--- src/rtl/fsp_pkg.sv ---
package fsp_pkg;
    localparam int DATA_W = 8;
    localparam int FMT_W  = 3;
    localparam int NQ     = 3;
    localparam int QSEL_W = 2;

    typedef enum logic [1:0] {
        MODE_PAR    = 2'd0,
        MODE_SER    = 2'd1,
        MODE_BIDIR  = 2'd2,
        MODE_NOFLOW = 2'd3
    } mode_e;

    localparam logic [FMT_W-1:0] CODE_IDLE = 3'd0;
    localparam logic [FMT_W-1:0] CODE_EOP  = 3'd7;

    // odd codes below the end marker open a packet
    function automatic logic code_is_start(input logic [FMT_W-1:0] c);
        return c[0] && (c != CODE_EOP);
    endfunction

    // even non-zero codes continue a packet
    function automatic logic code_is_cont(input logic [FMT_W-1:0] c);
        return !c[0] && (c != CODE_IDLE);
    endfunction

    function automatic logic [QSEL_W-1:0] start_queue(input logic [FMT_W-1:0] c);
        return c[2:1];
    endfunction

    function automatic logic [QSEL_W-1:0] cont_queue(input logic [FMT_W-1:0] c);
        return c[2:1] - 2'd1;
    endfunction
endpackage

--- src/rtl/fsp_wr_path.sv ---
module fsp_wr_path
    import fsp_pkg::*;
#(
    parameter int DW = DATA_W,
    parameter int FW = FMT_W,
    parameter int QN = NQ
) (
    input  logic          clk,
    input  logic          rst_n,
    input  logic [1:0]    mode_i,
    input  logic          wr_en_i,
    input  logic [DW-1:0] wr_data_i,
    input  logic [FW-1:0] wr_fmt_i,
    output logic          wr_ready_o,
    input  logic [QN-1:0] q_full_i,
    output logic [QN-1:0] q_push_o,
    output logic [DW-1:0] q_push_data_o,
    output logic [FW-1:0] q_push_fmt_o,
    output logic          frame_err_o,
    output logic          overflow_o
);
    localparam int CNT_W = $clog2(DW);
    localparam logic [CNT_W-1:0] CNT_LAST = CNT_W'(DW - 1);

    typedef struct packed {
        logic              open;
        logic [QSEL_W-1:0] typ;
        logic [CNT_W-1:0]  cnt;
        logic [DW-1:0]     sh;
        logic [FW-1:0]     fmt;
        logic              ferr;
        logic              ovf;
    } wst_t;

    wst_t st_d, st_q;

    logic              ser, nofl, last, legal, psh, full_t, nopen;
    logic [DW-1:0]     asm_v, byte_v;
    logic [FW-1:0]     code;
    logic [QSEL_W-1:0] tgt, ntyp;

    always_comb begin
        st_d       = st_q;
        q_push_o   = '0;
        wr_ready_o = 1'b1;
        ser    = (mode_i == MODE_SER);
        nofl   = (mode_i == MODE_NOFLOW);
        last   = !ser || (st_q.cnt == CNT_LAST);
        asm_v  = st_q.sh;
        asm_v[st_q.cnt] = wr_data_i[0];
        byte_v = ser ? asm_v : wr_data_i;
        code   = (ser && (st_q.cnt != '0)) ? st_q.fmt : wr_fmt_i;
        legal  = 1'b1;
        psh    = 1'b0;
        tgt    = st_q.typ;
        nopen  = st_q.open;
        ntyp   = st_q.typ;
        if (code_is_start(code)) begin
            legal = !st_q.open;
            psh   = 1'b1;
            tgt   = start_queue(code);
            nopen = 1'b1;
            ntyp  = start_queue(code);
        end else if (code_is_cont(code)) begin
            legal = st_q.open && (st_q.typ == cont_queue(code));
            psh   = 1'b1;
            tgt   = cont_queue(code);
        end else if (code == CODE_EOP) begin
            legal = st_q.open;
            psh   = 1'b1;
            nopen = 1'b0;
        end
        full_t = q_full_i[tgt];
        if (last && psh && legal && full_t && !nofl) wr_ready_o = 1'b0;
        if (wr_en_i && wr_ready_o) begin
            if (!last) begin
                st_d.sh  = asm_v;
                st_d.cnt = st_q.cnt + 1'b1;
                if (st_q.cnt == '0) st_d.fmt = wr_fmt_i;
            end else begin
                st_d.cnt = '0;
                st_d.sh  = '0;
                if (psh && !legal) begin
                    st_d.ferr = 1'b1;
                end else if (psh) begin
                    st_d.open = nopen;
                    st_d.typ  = ntyp;
                    if (full_t) st_d.ovf = 1'b1;
                    else        q_push_o[tgt] = 1'b1;
                end
            end
        end
    end

    always_ff @(posedge clk) begin
        if (!rst_n) st_q <= '0;
        else        st_q <= st_d;
    end

    assign q_push_data_o = byte_v;
    assign q_push_fmt_o  = code;
    assign frame_err_o   = st_q.ferr;
    assign overflow_o    = st_q.ovf;

    // one queue at most per beat
    p_push_onehot_r1: assert property (@(posedge clk) disable iff (!rst_n)
        $onehot0(q_push_o));
    // never push into a full queue
    p_no_push_full_r4: assert property (@(posedge clk) disable iff (!rst_n)
        (q_push_o & q_full_i) == '0);
    // backpressure only when some queue is full
    p_ready_needs_full_r4: assert property (@(posedge clk) disable iff (!rst_n)
        !wr_ready_o |-> (q_full_i != '0));
    // framing error appears only after a write beat, then stays
    p_ferr_cause_r3: assert property (@(posedge clk) disable iff (!rst_n)
        !frame_err_o ##1 frame_err_o |-> $past(wr_en_i));
    p_ferr_sticky_r3: assert property (@(posedge clk) disable iff (!rst_n)
        frame_err_o |=> frame_err_o);
    // drops only occur in the no-flow-control mode, then stay flagged
    p_ovf_cause_r5: assert property (@(posedge clk) disable iff (!rst_n)
        !overflow_o ##1 overflow_o |-> $past(mode_i == MODE_NOFLOW));
    p_ovf_sticky_r5: assert property (@(posedge clk) disable iff (!rst_n)
        overflow_o |=> overflow_o);
endmodule

--- src/rtl/fsp_rd_path.sv ---
module fsp_rd_path
    import fsp_pkg::*;
#(
    parameter int DW = DATA_W,
    parameter int FW = FMT_W,
    parameter int QN = NQ
) (
    input  logic             clk,
    input  logic             rst_n,
    input  logic [1:0]       mode_i,
    input  logic             rd_en_i,
    input  logic [QSEL_W-1:0] rd_sel_i,
    input  logic             wr_en_i,
    input  logic [QN-1:0]    q_empty_i,
    input  logic [QN*DW-1:0] q_head_data_i,
    input  logic [QN*FW-1:0] q_head_fmt_i,
    output logic [QN-1:0]    q_pop_o,
    output logic             rd_valid_o,
    output logic [DW-1:0]    rd_data_o,
    output logic [FW-1:0]    rd_fmt_o
);
    localparam int CNT_W = $clog2(DW);
    localparam logic [CNT_W-1:0] CNT_LAST = CNT_W'(DW - 1);

    typedef struct packed {
        logic             valid;
        logic [DW-1:0]    data;
        logic [FW-1:0]    fmt;
        logic [CNT_W-1:0] cnt;
        logic [DW-1:0]    byte_h;
        logic [FW-1:0]    fmt_h;
    } rst_t;

    rst_t st_d, st_q;

    logic          ser, want, avail;
    logic [DW-1:0] head_d;
    logic [FW-1:0] head_f;

    always_comb begin
        st_d       = st_q;
        st_d.valid = 1'b0;
        st_d.data  = '0;
        st_d.fmt   = '0;
        q_pop_o    = '0;
        ser    = (mode_i == MODE_SER);
        want   = (mode_i == MODE_NOFLOW) ||
                 (rd_en_i && !((mode_i == MODE_BIDIR) && wr_en_i));
        avail  = (int'(rd_sel_i) < QN) && !q_empty_i[rd_sel_i];
        head_d = q_head_data_i[int'(rd_sel_i)*DW +: DW];
        head_f = q_head_fmt_i[int'(rd_sel_i)*FW +: FW];
        if (want) begin
            if (ser && (st_q.cnt != '0)) begin
                st_d.valid = 1'b1;
                st_d.data  = DW'(st_q.byte_h[st_q.cnt]);
                st_d.fmt   = st_q.fmt_h;
                st_d.cnt   = (st_q.cnt == CNT_LAST) ? '0 : st_q.cnt + 1'b1;
            end else if (avail) begin
                q_pop_o[rd_sel_i] = 1'b1;
                st_d.valid = 1'b1;
                st_d.fmt   = head_f;
                if (ser) begin
                    st_d.data   = DW'(head_d[0]);
                    st_d.byte_h = head_d;
                    st_d.fmt_h  = head_f;
                    st_d.cnt    = CNT_W'(1);
                end else begin
                    st_d.data = head_d;
                end
            end
        end
    end

    always_ff @(posedge clk) begin
        if (!rst_n) st_q <= '0;
        else        st_q <= st_d;
    end

    assign rd_valid_o = st_q.valid;
    assign rd_data_o  = st_q.data;
    assign rd_fmt_o   = st_q.fmt;

    // one queue popped at most, and each pop yields valid data next cycle
    p_pop_onehot_r7: assert property (@(posedge clk) disable iff (!rst_n)
        $onehot0(q_pop_o));
    p_pop_then_valid_r7: assert property (@(posedge clk) disable iff (!rst_n)
        (q_pop_o != '0) |=> rd_valid_o);
    // empty queues are never popped and idle output carries code 000
    p_no_pop_empty_r8: assert property (@(posedge clk) disable iff (!rst_n)
        (q_pop_o & q_empty_i) == '0);
    p_idle_code_r8: assert property (@(posedge clk) disable iff (!rst_n)
        !rd_valid_o |-> (rd_fmt_o == '0));
    // half-duplex collision never pops
    p_bidir_write_wins_r11: assert property (@(posedge clk) disable iff (!rst_n)
        ((mode_i == MODE_BIDIR) && wr_en_i && rd_en_i) |-> (q_pop_o == '0));
endmodule

--- src/rtl/fsp_port.sv ---
module fsp_port
    import fsp_pkg::*;
#(
    parameter int DW = DATA_W,
    parameter int FW = FMT_W,
    parameter int QN = NQ
) (
    input  logic              clk,
    input  logic              rst_n,
    input  logic [1:0]        mode_i,
    input  logic              wr_en_i,
    input  logic [DW-1:0]     wr_data_i,
    input  logic [FW-1:0]     wr_fmt_i,
    output logic              wr_ready_o,
    input  logic              rd_en_i,
    input  logic [QSEL_W-1:0] rd_sel_i,
    output logic              rd_valid_o,
    output logic [DW-1:0]     rd_data_o,
    output logic [FW-1:0]     rd_fmt_o,
    input  logic [QN-1:0]     q_full_i,
    output logic [QN-1:0]     q_push_o,
    output logic [DW-1:0]     q_push_data_o,
    output logic [FW-1:0]     q_push_fmt_o,
    input  logic [QN-1:0]     q_empty_i,
    input  logic [QN*DW-1:0]  q_head_data_i,
    input  logic [QN*FW-1:0]  q_head_fmt_i,
    output logic [QN-1:0]     q_pop_o,
    output logic              frame_err_o,
    output logic              overflow_o
);
    fsp_wr_path #(.DW(DW), .FW(FW), .QN(QN)) u_wr (
        .clk           (clk),
        .rst_n         (rst_n),
        .mode_i        (mode_i),
        .wr_en_i       (wr_en_i),
        .wr_data_i     (wr_data_i),
        .wr_fmt_i      (wr_fmt_i),
        .wr_ready_o    (wr_ready_o),
        .q_full_i      (q_full_i),
        .q_push_o      (q_push_o),
        .q_push_data_o (q_push_data_o),
        .q_push_fmt_o  (q_push_fmt_o),
        .frame_err_o   (frame_err_o),
        .overflow_o    (overflow_o)
    );

    fsp_rd_path #(.DW(DW), .FW(FW), .QN(QN)) u_rd (
        .clk           (clk),
        .rst_n         (rst_n),
        .mode_i        (mode_i),
        .rd_en_i       (rd_en_i),
        .rd_sel_i      (rd_sel_i),
        .wr_en_i       (wr_en_i),
        .q_empty_i     (q_empty_i),
        .q_head_data_i (q_head_data_i),
        .q_head_fmt_i  (q_head_fmt_i),
        .q_pop_o       (q_pop_o),
        .rd_valid_o    (rd_valid_o),
        .rd_data_o     (rd_data_o),
        .rd_fmt_o      (rd_fmt_o)
    );
endmodule

--- config.mk ---
export PLATFORM = sky130hd
export DESIGN_NAME = fsp_port
export DESIGN_NICKNAME = d
export VERILOG_FILES = /design/src/rtl/fsp_pkg.sv /design/src/rtl/fsp_wr_path.sv /design/src/rtl/fsp_rd_path.sv /design/src/rtl/fsp_port.sv
export SDC_FILE = /design/constraint.sdc
export NUM_CORES = 1
export LEC_CHECK = 0
export BUFFER_PORTS_ARGS = -buffer_cell sky130_fd_sc_hd__buf_2
export CORE_MARGIN = 2
export CORE_UTILIZATION = 54
export CTS_BUF_LIST = sky130_fd_sc_hd__clkbuf_8
export CTS_CLUSTER_SIZE = 16
export DETAILED_ROUTE_END_ITERATION = 16
export PLACE_DENSITY = 0.81
export SETUP_SLACK_MARGIN = 0.05
export SYNTH_ARGS = -nofsm -noshare
export SYNTH_HDL_FRONTEND = slang
export SYNTH_SLANG_ARGS = --single-unit
--- constraint.sdc ---
create_clock -name clk -period 3.35 [get_ports clk]
set_input_delay 0.5025 -clock clk [delete_from_list [all_inputs] [get_ports clk]]
set_output_delay 0.5025 -clock clk [all_outputs]
set_load 0.1 [all_outputs]
### Word-level counts from Yosys, hierarchy flattened

Cells that the tools add are included.

| cells by class | value |
|---|---|
| add/sub/neg operators | 3 |
| multipliers | 1 |
| divide/modulo/power cells | 0 |
| magnitude comparators | 8 |
| equal/unequal tests | 9 |
| shift-type cells | 2 |
| multiplexer cells | 41 |
| bitwise operators | 6 |
| reductions and logical operators | 42 |

Operators with widths:

| kind | number |
|---|---|
| 9-bit by 32-bit variable part select with 3-bit output | 1 |
| 3-bit two-way mux | 10 |
| 26-bit two-way mux | 1 |
| 24-bit by 6-bit variable part select with 8-bit output | 1 |
| 1-bit logical AND | 17 |
| 1-bit two-way mux | 16 |
| 8-bit two-way mux | 2 |
| 15-bit two-way mux | 1 |
| 14-bit two-way mux | 1 |
| 11-bit two-way mux | 1 |
| 5-bit AND reduction | 2 |
| 3-bit == test (second input constant) | 3 |
| 3-bit AND reduction | 3 |
| 3-bit nonzero test | 3 |
| 8-bit bitwise mux | 1 |
| 3-bit by 4-bit < comparator with 1-bit output (second input constant) | 2 |
| 1-bit zero test | 7 |
| 3-bit by 1-bit adder with 3-bit output (second input constant) | 2 |
| 2-bit by 3-bit < comparator with 1-bit output (second input constant) | 2 |
| 1-bit NOT | 6 |
| 6-bit AND reduction | 1 |
| 2-bit nonzero test | 3 |
| 5-bit OR reduction | 1 |
| 1-bit binary-select mux with 2-bit select | 2 |
| 18 further kinds | 23 |

| storage, ports and cells | value |
|---|---|
| bits in registers | 45 |
| latch bits | 0 |
| bits in writable memories | 0 |
| ROM bits | 0 |
| input port bits | 58 |
| output and inout bits | 32 |
| memories | 0 |

### Logic depth before layout (Yosys ltp)

Gate-level depths: netlist (run 1).

| depth | value |
|---|---|
| depth in word-level cells | 16 |
| gate-level depth with buffers | 11 |
| gate-level depth less buffers | 8 |

### Cells and area by module

From an unflattened synthesis (run 1), not the netlist that was laid out.

| second synthesis, totals | value |
|---|---|
| cell total of the unflattened synthesis | 396 |
| area, all modules | 3165.5 sq um |

By module, submodules not included:

| module | instances | cells each | area an instance (sq um) | sequential area each (sq um) |
|---|---|---|---|---|
| fsp_rd_path | 1 | 182 | 1592.8 | 520.5 |
| fsp_wr_path | 1 | 214 | 1572.8 | 380.4 |

### Least setup slack after synthesis (run 1)

Ideal clock, no wire load.

| timing path | value |
|---|---|
| path kind | flip-flop to output port |
| from | reg u_wr.st_q[13] in the netlist's numbering |
| to | out q_push_o[2] |
| arrival time | 4.180 ns |
| required time | 2.847 ns |
| path slack | -1.332 ns |
| stages on the path, launching flop included | 10 |
| path buffers | 2 |
| path through | dfxtp_1 -> inv_1 -> ha_1 -> nand2b_1 -> buf_2 -> nand2_2 -> buf_6 -> mux2_2 -> a22oi_1 -> nor3b_1 |

| between the ends | value |
|---|---|
| longest elaborated chain between the ends | 16 |
| elaborated cells on any way between the ends | 42 |
| those cells by class | add/sub (1); order compare (2); eq/ne (4); mux (19); reduce/logical (16) |

Ends and longest elaborated chain:

| item | line | source |
|---|---|---|
| start, declared | fsp_wr_path.sv:35 | `wst_t st_d, st_q;` |
| start signal, assigned | fsp_wr_path.sv:97 | `else st_q <= st_d;` |
| 3-bit nonzero test (*) | fsp_wr_path.sv:52 | `code = (ser && (st_q.cnt != '0)) ? st_q.fmt : wr_fmt_i;` |
| 1-bit logical AND (*) | fsp_wr_path.sv:52 |  |
| 3-bit two-way mux (*) | fsp_wr_path.sv:52 |  |
| via q_push_fmt_o[2] | fsp_port.sv:23 | `output logic [FW-1:0] q_push_fmt_o,` |
| parallel branches: the longest is 12 deep, another holds 2-bit by 3-bit < comparator with 1-bit output | -- |  |
| 3-bit two-way mux (*) | fsp_wr_path.sv:75 | `if (wr_en_i && wr_ready_o) begin` |
| end, declared | fsp_port.sv:21 | `output logic [QN-1:0] q_push_o,` |

Mark *: on every way through the listed nets, which the timed path passes. The select of a mux whose other input is x is not followed.

### Worst setup path after layout (run 1)

| timing path | value |
|---|---|
| from | reg u_wr.st_q[13] in the netlist's numbering |
| to | out wr_ready_o |

| between the ends | value |
|---|---|
| longest elaborated chain between the ends | 12 |
| elaborated cells on any way between the ends | 29 |
| those cells by class | add/sub (1); eq/ne (4); mux (12); reduce/logical (12) |

Ends and longest elaborated chain:

| item | line | source |
|---|---|---|
| 3-bit nonzero test | fsp_wr_path.sv:52 |  |
| 1-bit logical AND | fsp_wr_path.sv:52 |  |
| 3-bit two-way mux | fsp_wr_path.sv:52 |  |
| 2-bit by 1-bit subtractor with 2-bit output (tied with other cells) | fsp_pkg.sv:32 | `return c[2:1] - 2'd1;` |
| 2-bit == test (tied with other cells) | fsp_wr_path.sv:65 | `legal = st_q.open && (st_q.typ == cont_queue(code));` |
| 1-bit logical AND (tied with other cells) | fsp_wr_path.sv:65 |  |
| 1-bit two-way mux (tied with other cells) | fsp_wr_path.sv:64 | `end else if (code_is_cont(code)) begin` |
| 1-bit two-way mux (tied with other cells) | fsp_wr_path.sv:58 | `if (code_is_start(code)) begin` |
| 1-bit logical AND / 1-bit two-way mux (equally long branches) | fsp_wr_path.sv:74, fsp_wr_path.sv:73 |  |
| 1-bit logical AND (*) (2 in a row) | fsp_wr_path.sv:74 | `if (last && psh && legal && full_t && !nofl) wr_ready_o = 1'b0;` |
| 1-bit two-way mux (*) | fsp_wr_path.sv:74 |  |
| end, declared | fsp_port.sv:14 | `output logic wr_ready_o,` |

Every way passes the cells marked *; elsewhere a longest branch is shown, timed or not. The select of a mux whose other input is x is not followed.

==> key figures, run 1 <==
Route
  – Antenna viol nets, final: 0
  – Vias per cell: just under 6
  – Per-cell routed wire length: between 15 and 20 um
  – DRT iter0 DRCs: between 200 and 250
  – Drt first pass iters: 4
  – DRC violations left: 0
  – Vias: between 3000 and 4000
  – Final WL: ~8000 um

Min path
  – Worst Hold Depth: 3
  – Min-delay src: q_head_data_i[12]
  – Hold crit path type: in2reg
  – Hold Path End: u_rd.rd_data_o[4]

Place
  – Dpl cell area: 3510 um2
  – Worst slack, placed: approximately 160 ps
  – Final Wtd Congestion: about 0.94
  – Port Buf Inserts: between 80 and 90
  – Placed wire-length estimate: roughly 6000 um
  – Placed Cells incl. Taps: a little over 500

Logic synthesis
  – Flops & latches, synth: 45
  – Netlist Area Pre-Place: a little over 3000 um2
  – Post-Syn Area per Cell: around 8 um2
  – Synth top area cells: dfxtp_1, mux2i_1, nand2_1
  – Yosys Warn Count: 0
  – Seq/Total Area, Yosys: 0.296
  – EDFF count, synth: 0
  – Post-synth cell types: 57
  – Fraction of registers with async set/reset: 0
  – Yosys top cell area share: 0.296
  – Syn_nets: 445
  – Main synth FF type: dfxtp_1
  – Synth area leader: dfxtp_1
  – Syn Inst Count: approximately 380

Run
  – MaxCap Viol Count: 0

Worst setup path
  – Critical path class: reg2out
  – WP data arrival: roughly 2700 ps
  – Worst R2R End: u_wr.st_q[7]
  – Crit path launch type: register
  – CP top delay family: buffers and inverters
  – CP required: between 2000 and 3000 ps
  – Critical path, cell by cell: inv_1 > ha_1 > nand2b_2 > nand2_2 > buf_4 > a21o_1 > a22o_1 > buf_4 > a21oi_1 > nand2_1 > buf_12
  – CP endpoint kind: output pin
  – Slowest-stage cell, CP: dfxtp_2
  – Crit path buf inv count: 4
  – Reg2Reg Depth: 10
  – Worst-path maximum fanout: 8
  – Critical Path Most Common Cell: buf_4
  – Worst R2R Setup Slack: between 500 and 600 ps
  – CP max stage delay: approximately 410 ps
  – FF-to-FF Start: u_wr.st_q[13]

Finish
  – Layout overhead on the synthesized area: 21.6%
  – Most frequent cells in the layout: buf_2, nand2_1, dfxtp_1, mux2i_1, nor2_1
  – Final core occ: 0.675
  – Commonest non-fill, non-tap cell in the layout: buf_2
  – Share of layout cells above drive strength 1: 0.293
  – Final Cell Area: approximately 3700 um2
  – # nets final: 510
  – Fillers: a little under 500
  – Antenna cells: 0
  – Fin cells: 519

STA
  – Worst-Margin Slew: 713 ps
  – Post-route minimum period: between 3000 and 4000 ps
  – Relative slew margins: 0.524
  – RSZ-0062 raised after global routing: yes
  – Slack of the critical path: 179 ps
  – Hold Violations, Final: 0
  – Hold WS: roughly 440 ps
  – Final cycle utilization of the critical path: 0.947
  – Setup TNS: 0 ps
  – Fmax: around 320 MHz
  – Fin. max-slew vios: 0
  – Setup violators final: 0
  – Clk_skew: 10.5 ps

Floorplan
  – Starting Density: 0.555
  – Die height: approximately 79 um
  – Core Rows: 27
  – I/O Pins: 90
  – CORE AREA: approximately 5500 um2
  – Die width: between 70 and 80 um
  – Die ar.: between 6000 and 7000 um2

CTS
  – Num CTS Buffers: 5
  – H-tree levels: 2
  – Clock sink count: between 40 and 50
  – Worst-case clock buffer depth: 2
  – CTS tree: built
  – Clk_lat worst skew: between 300 and 400 ps
  – Worst-path clk slew: 90 ps
  – Clk root buf: clkbuf_8
  – CTS Hold Bufs: 0

Global routing
  – Largest net degree at the start of global routing: 41
  – Global-route wire length before repair: 13000 um
  – Final global-route overflow total: 0
  – Overall Global Routing Usage: 0.261
  – Initial antenna violation count: 0
  – Vias in the first global route: between 2000 and 3000

Power
  – Leak pwr: approximately 1.7 nW
  – VDD IR max: about 0.24 mV
  – PwrDens: ~380 nW/um2
  – Total power: 1.40 mW

Run status
  – Status: completed
## routing by layer
metal | routed length, um | vias to the layer above | GRT usage
met5 | 0 | - | 0
met4 | 159 | 0 | 0.0914
met2 | 4140 | 122 | 0.481
met3 | 455 | 20 | 0.0409
li1 | - | 1485 | -
met1 | 3280 | 1422 | 0.305
## synthesized netlist by cell type (all sizes together) (11+ instances only)
library cell and number:
dfxtp 45, buf 26, nor2 26, nand2 50, o21ai 22, nand3 14
clkbuf 13, mux2i 29, a21oi 19, nand2b 12, nor3 11
## where the power goes
part | internal [mW] | switching [mW] | leakage (nW)
clock network | 0.243 | 0.191 | 0.0574
registers | 0.549 | 0.0164 | 0.365
logic | 0.127 | 0.275 | 1.31
## sequential cells by signal, indices dropped and copies added, names as in the netlist
register	flops
u_wr.overflow_o	1
u_rd.st_q	14
u_rd.rd_fmt_o	3
u_rd.rd_valid_o	1
u_wr.st_q	17
u_rd.rd_data_o	8
u_wr.frame_err_o	1
## tightest hold or removal path: stages
cell and delay [ps]:
buf_2 80, a21oi_1 70, nor2_1 70
## final cells by class
cell class,count,area (um2),share of cell area
clock buffers,6,82.6,0.0224
flip-flops and latches,45,903,0.244
multi-input cells,287,1960,0.531
repair buffers,97,581,0.157
well taps,72,90.1,0.0244
inverters,10,37.5,0.0102
clock inverters,2,37.5,0.0102
## kinds of logic after synthesis
| family | Yosys count | share of synthesized area |
|---|---|---|
| and+or+nand+nor | 148 | 0.238 |
| AOI/OAI and AO/OA | 93 | 0.213 |
| buffers and inverters | 49 | 0.0877 |
| DFF | 45 | 0.296 |
| muxes | 36 | 0.129 |
| adders and majority gates | 6 | 0.0247 |
| xor gates and xnor gates | 4 | 0.0115 |
## worst max path at each step
stage,slack (ps),startpoint,cells past startpoint,endpoint
2_1_floorplan,-450,mode_i[1],5,q_push_data_o[4]
3_3_place_gp,290,u_wr.st_q[13],9,q_push_o[2]
3_5_place_dp,160,u_wr.st_q[13],9,q_push_o[2]
4_1_cts,100,u_wr.st_q[14],10,q_push_o[2]
5_1_grt,20,u_wr.st_q[13],10,q_push_o[2]
6_report,180,u_wr.st_q[13],11,wr_ready_o
## what timing repair did
action                                  in CTS  in global routing
pin swaps                                    2                  1
gates resized for setup                      5                  5
gates cloned                                 0                  0
buffers inserted                             2                  1
endpoints found under the setup margin       3                  4
hold endpoints to repair                     0                  0
Note: power is estimated with default switching activity, not from simulation.
==> run 2, diff against run 1 <==
Settings changed: ABC_AREA set to 1, CORE_UTILIZATION 54 to 53.
==> key figures, run 2 <==
Run status
  – Status: completed (unchanged)

STA
  – Hold WS: 452 ps (was 439 ps)
  – Worst-Margin Slew: 723 ps (was 713 ps)
  – Clk_skew: 5.44 ps (was 10.5 ps)
  – Post-route minimum period: 3220 ps (was 3170 ps)
  – Setup TNS: 0 ps (unchanged)
  – Hold Violations, Final: 0 (unchanged)
  – Relative slew margins: 0.516 (was 0.524)
  – Fmax: 311 MHz (was 315 MHz)
  – Slack of the critical path: 131 ps (was 179 ps)
  – Final cycle utilization of the critical path: 0.961 (was 0.947)
  – Setup violators final: 0 (unchanged)
  – Fin. max-slew vios: 0 (unchanged)

Worst setup path
  – Worst R2R Setup Slack: 810 ps (was 560 ps)
  – Worst R2R End: u_wr.st_q[13] (was u_wr.st_q[7])
  – Crit path launch type: register (unchanged)
  – FF-to-FF Start: u_wr.st_q[13] (unchanged)
  – CP endpoint kind: output pin (unchanged)
  – Worst-path maximum fanout: 16 (was 8)
  – Critical path class: reg2out (unchanged)
  – Reg2Reg Depth: 17 (was 10)
  – CP required: 2850 ps (about the same)
  – WP data arrival: 2720 ps (was 2670 ps)

Route
  – Per-cell routed wire length: 12.9 um (was 15.5 um)
  – Wl on met1: 2930 um (was 3280 um)
  – Met3 wire len: 522 um (was 455 um)
  – Top layer in use: met4 (unchanged)
  – Vias: 3037 (was 3049)
  – Antenna viol nets, final: 0 (unchanged)
  – DRC violations left: 0 (unchanged)
  – Final WL: 7290 um (was 8030 um)
  – DRT iter0 DRCs: 256 (was 207)
  – Met2 routed WL: 3620 um (was 4140 um)
  – Vias per cell: 5.36 (was 5.87)
  – Drt first pass iters: 5 (was 4)

Finish
  – # nets final: 560 (was 510)
  – Share of layout cells above drive strength 1: 0.324 (was 0.293)
  – Largest register FFs: 17 (unchanged)
  – Fin cells: 567 (was 519)
  – Layout overhead on the synthesized area: 29.0% (was 21.6%)
  – Most frequent cells in the layout: nand2_1, buf_2, nor2_1, dfxtp_1, a21oi_1 (was buf_2, nand2_1, dfxtp_1, mux2i_1, nor2_1)
  – Commonest non-fill, non-tap cell in the layout: nand2_1 (was buf_2)
  – Final core occ: 0.702 (was 0.675)
  – Top reg by flops: u_wr.st_q (unchanged)
  – Antenna cells: 0 (unchanged)
  – Final Cell Area: 3540 um2 (was 3690 um2)

Min path
  – Worst Hold Depth: 2 (was 3)
  – Min-delay src: u_wr.frame_err_o (was q_head_data_i[12])
  – Hold crit path type: reg2reg (was in2reg)
  – Hold Path End: u_wr.frame_err_o (was u_rd.rd_data_o[4])

Place
  – Dpl cell area: 3250 um2 (was 3510 um2)
  – Port Buf Inserts: 89 (unchanged)
  – Worst slack, placed: 172 ps (was 158 ps)
  – Placed Cells incl. Taps: 550 (was 508)
  – Placed wire-length estimate: 5060 um (was 6030 um)
  – Final Wtd Congestion: 0.869 (was 0.939)

Logic synthesis
  – Seq/Total Area, Yosys: 0.328 (was 0.296)
  – Flops & latches, synth: 45 (unchanged)
  – Post-Syn Area per Cell: 6.69 um2 (was 7.98 um2)
  – Main synth FF type: dfxtp_1 (unchanged)
  – Synth top area cells: dfxtp_1, nand2_1, a21oi_1 (was dfxtp_1, mux2i_1, nand2_1)
  – Yosys Warn Count: 0 (unchanged)
  – Yosys top cell area share: 0.328 (was 0.296)
  – Synth area leader: dfxtp_1 (unchanged)
  – Syn_nets: 474 (was 445)
  – Syn Inst Count: 410 (was 381)
  – Fraction of registers with async set/reset: 0 (unchanged)
  – EDFF count, synth: 0 (unchanged)
  – Post-synth cell types: 31 (was 57)
  – Top cells by count, synth: nand2_1, nor2_1, dfxtp_1 (was nand2_1, dfxtp_1, mux2i_1)
  – Top-count cell post-synth: nand2_1 (unchanged)
  – Netlist Area Pre-Place: 2740 um2 (was 3040 um2)

Run
  – MaxCap Viol Count: 0 (unchanged)

Global routing
  – Largest net degree at the start of global routing: 19 (was 41)
  – Vias in the first global route: 2692 (was 2894)
  – Global-route wire length before repair: 11400 um (was 13000 um)
  – Final global-route overflow total: 0 (unchanged)
  – Overall Global Routing Usage: 0.236 (was 0.261)
  – Initial antenna violation count: 0 (unchanged)

Floorplan
  – CORE AREA: 5040 um2 (was 5470 um2)
  – Die ar.: 5770 um2 (was 6240 um2)
  – I/O Pins: 90 (unchanged)
  – Starting Density: 0.544 (was 0.555)
  – Die width: 76.0 um (was 79.0 um)
  – Core Rows: 26 (was 27)
  – Die height: 76.0 um (was 79.0 um)

CTS
  – Clk_lat worst skew: 300 ps (was 310 ps)
  – Clock sink count: 45 (unchanged)
  – H-tree levels: 2 (unchanged)
  – Worst-path clk slew: 90 ps (about the same)
  – Num CTS Buffers: 5 (unchanged)
  – CTS tree: built (unchanged)
  – Worst-case clock buffer depth: 2 (unchanged)
  – Clk root buf: clkbuf_8 (unchanged)

Power
  – PwrDens: 406 nW/um2 (was 379 nW/um2)
  – VDD IR max: 0.266 mV (was 0.239 mV)
  – Leak pwr: 1.69 nW (was 1.73 nW)
  – Total power: 1.44 mW (was 1.40 mW)
run 2: layout make-up:
cell class	instances	area, um2
Inverter	41	180
Multi-Input combinational cell	301	1660
Clock buffer	5	68.8
Tap cell	70	87.6
Sequential cell	45	910
Timing Repair Buffer	102	588
Fill cell	397	1500
Clock inverter	3	43.8
run 2: kinds of logic (layout without fill, tap and decap cells):
kind of cell,count (synthesis),count (layout),share of synthesized area
buffers and inverters,64,151,0.110
adder cells (fa/ha/maj),6,6,0.0274
AO/OA/AOI/OAI,75,75,0.148
flip-flops,45,45,0.328
multiplexers,8,8,0.0292
AND/OR/NAND/NOR,212,212,0.358
run 2: worst max-delay path, cell delays in order, from the launching register on:
cell and delay (ps):
dfxtp_4 400, inv_4 70, ha_4 160, nand2_4 140, nand3_2 170, nand2_8 110
nand2_2 70, nand2_1 110, inv_1 70, nand2_1 120, nand3_4 120, nor2_4 130
nand3_4 110, nand2_8 110, clkinv_8 80, nand4_1 120, clkinvlp_4 120, buf_12 170
run 2: worst max path at each step:
stage / startpoint / endpoint / slack, ps / cells after the start
final: u_wr.st_q[13] / q_push_o[0] / 130 / 17
after global routing: u_wr.st_q[13] / q_push_o[0] / -40 / 18
after CTS: u_wr.st_q[13] / q_push_o[0] / 90 / 19
after detailed placement: u_wr.st_q[14] / q_push_o[0] / 170 / 17
after global placement: u_wr.st_q[13] / q_push_o[0] / 320 / 20
after floorplan: mode_i[0] / q_push_data_o[5] / -420 / 6
run 2: metal layers:
metal	GRT usage	vias up
met5	0	-
met2	0.422	174
met3	0.0393	33
met1	0.283	1341
li1	-	1489
met4	0.0873	0
run 2: what timing repair did:
item	in CTS	in global routing
gates resized for setup	10	19
endpoints found under the setup margin	3	3
hold buffers	0	0
buffers inserted	0	9
gates cloned	0	0
pin swaps	0	5
run 2: power breakdown:
part / internal, mW / switching, mW
registers: 0.554 / 0.0128
clock network: 0.224 / 0.194
logic: 0.122 / 0.330
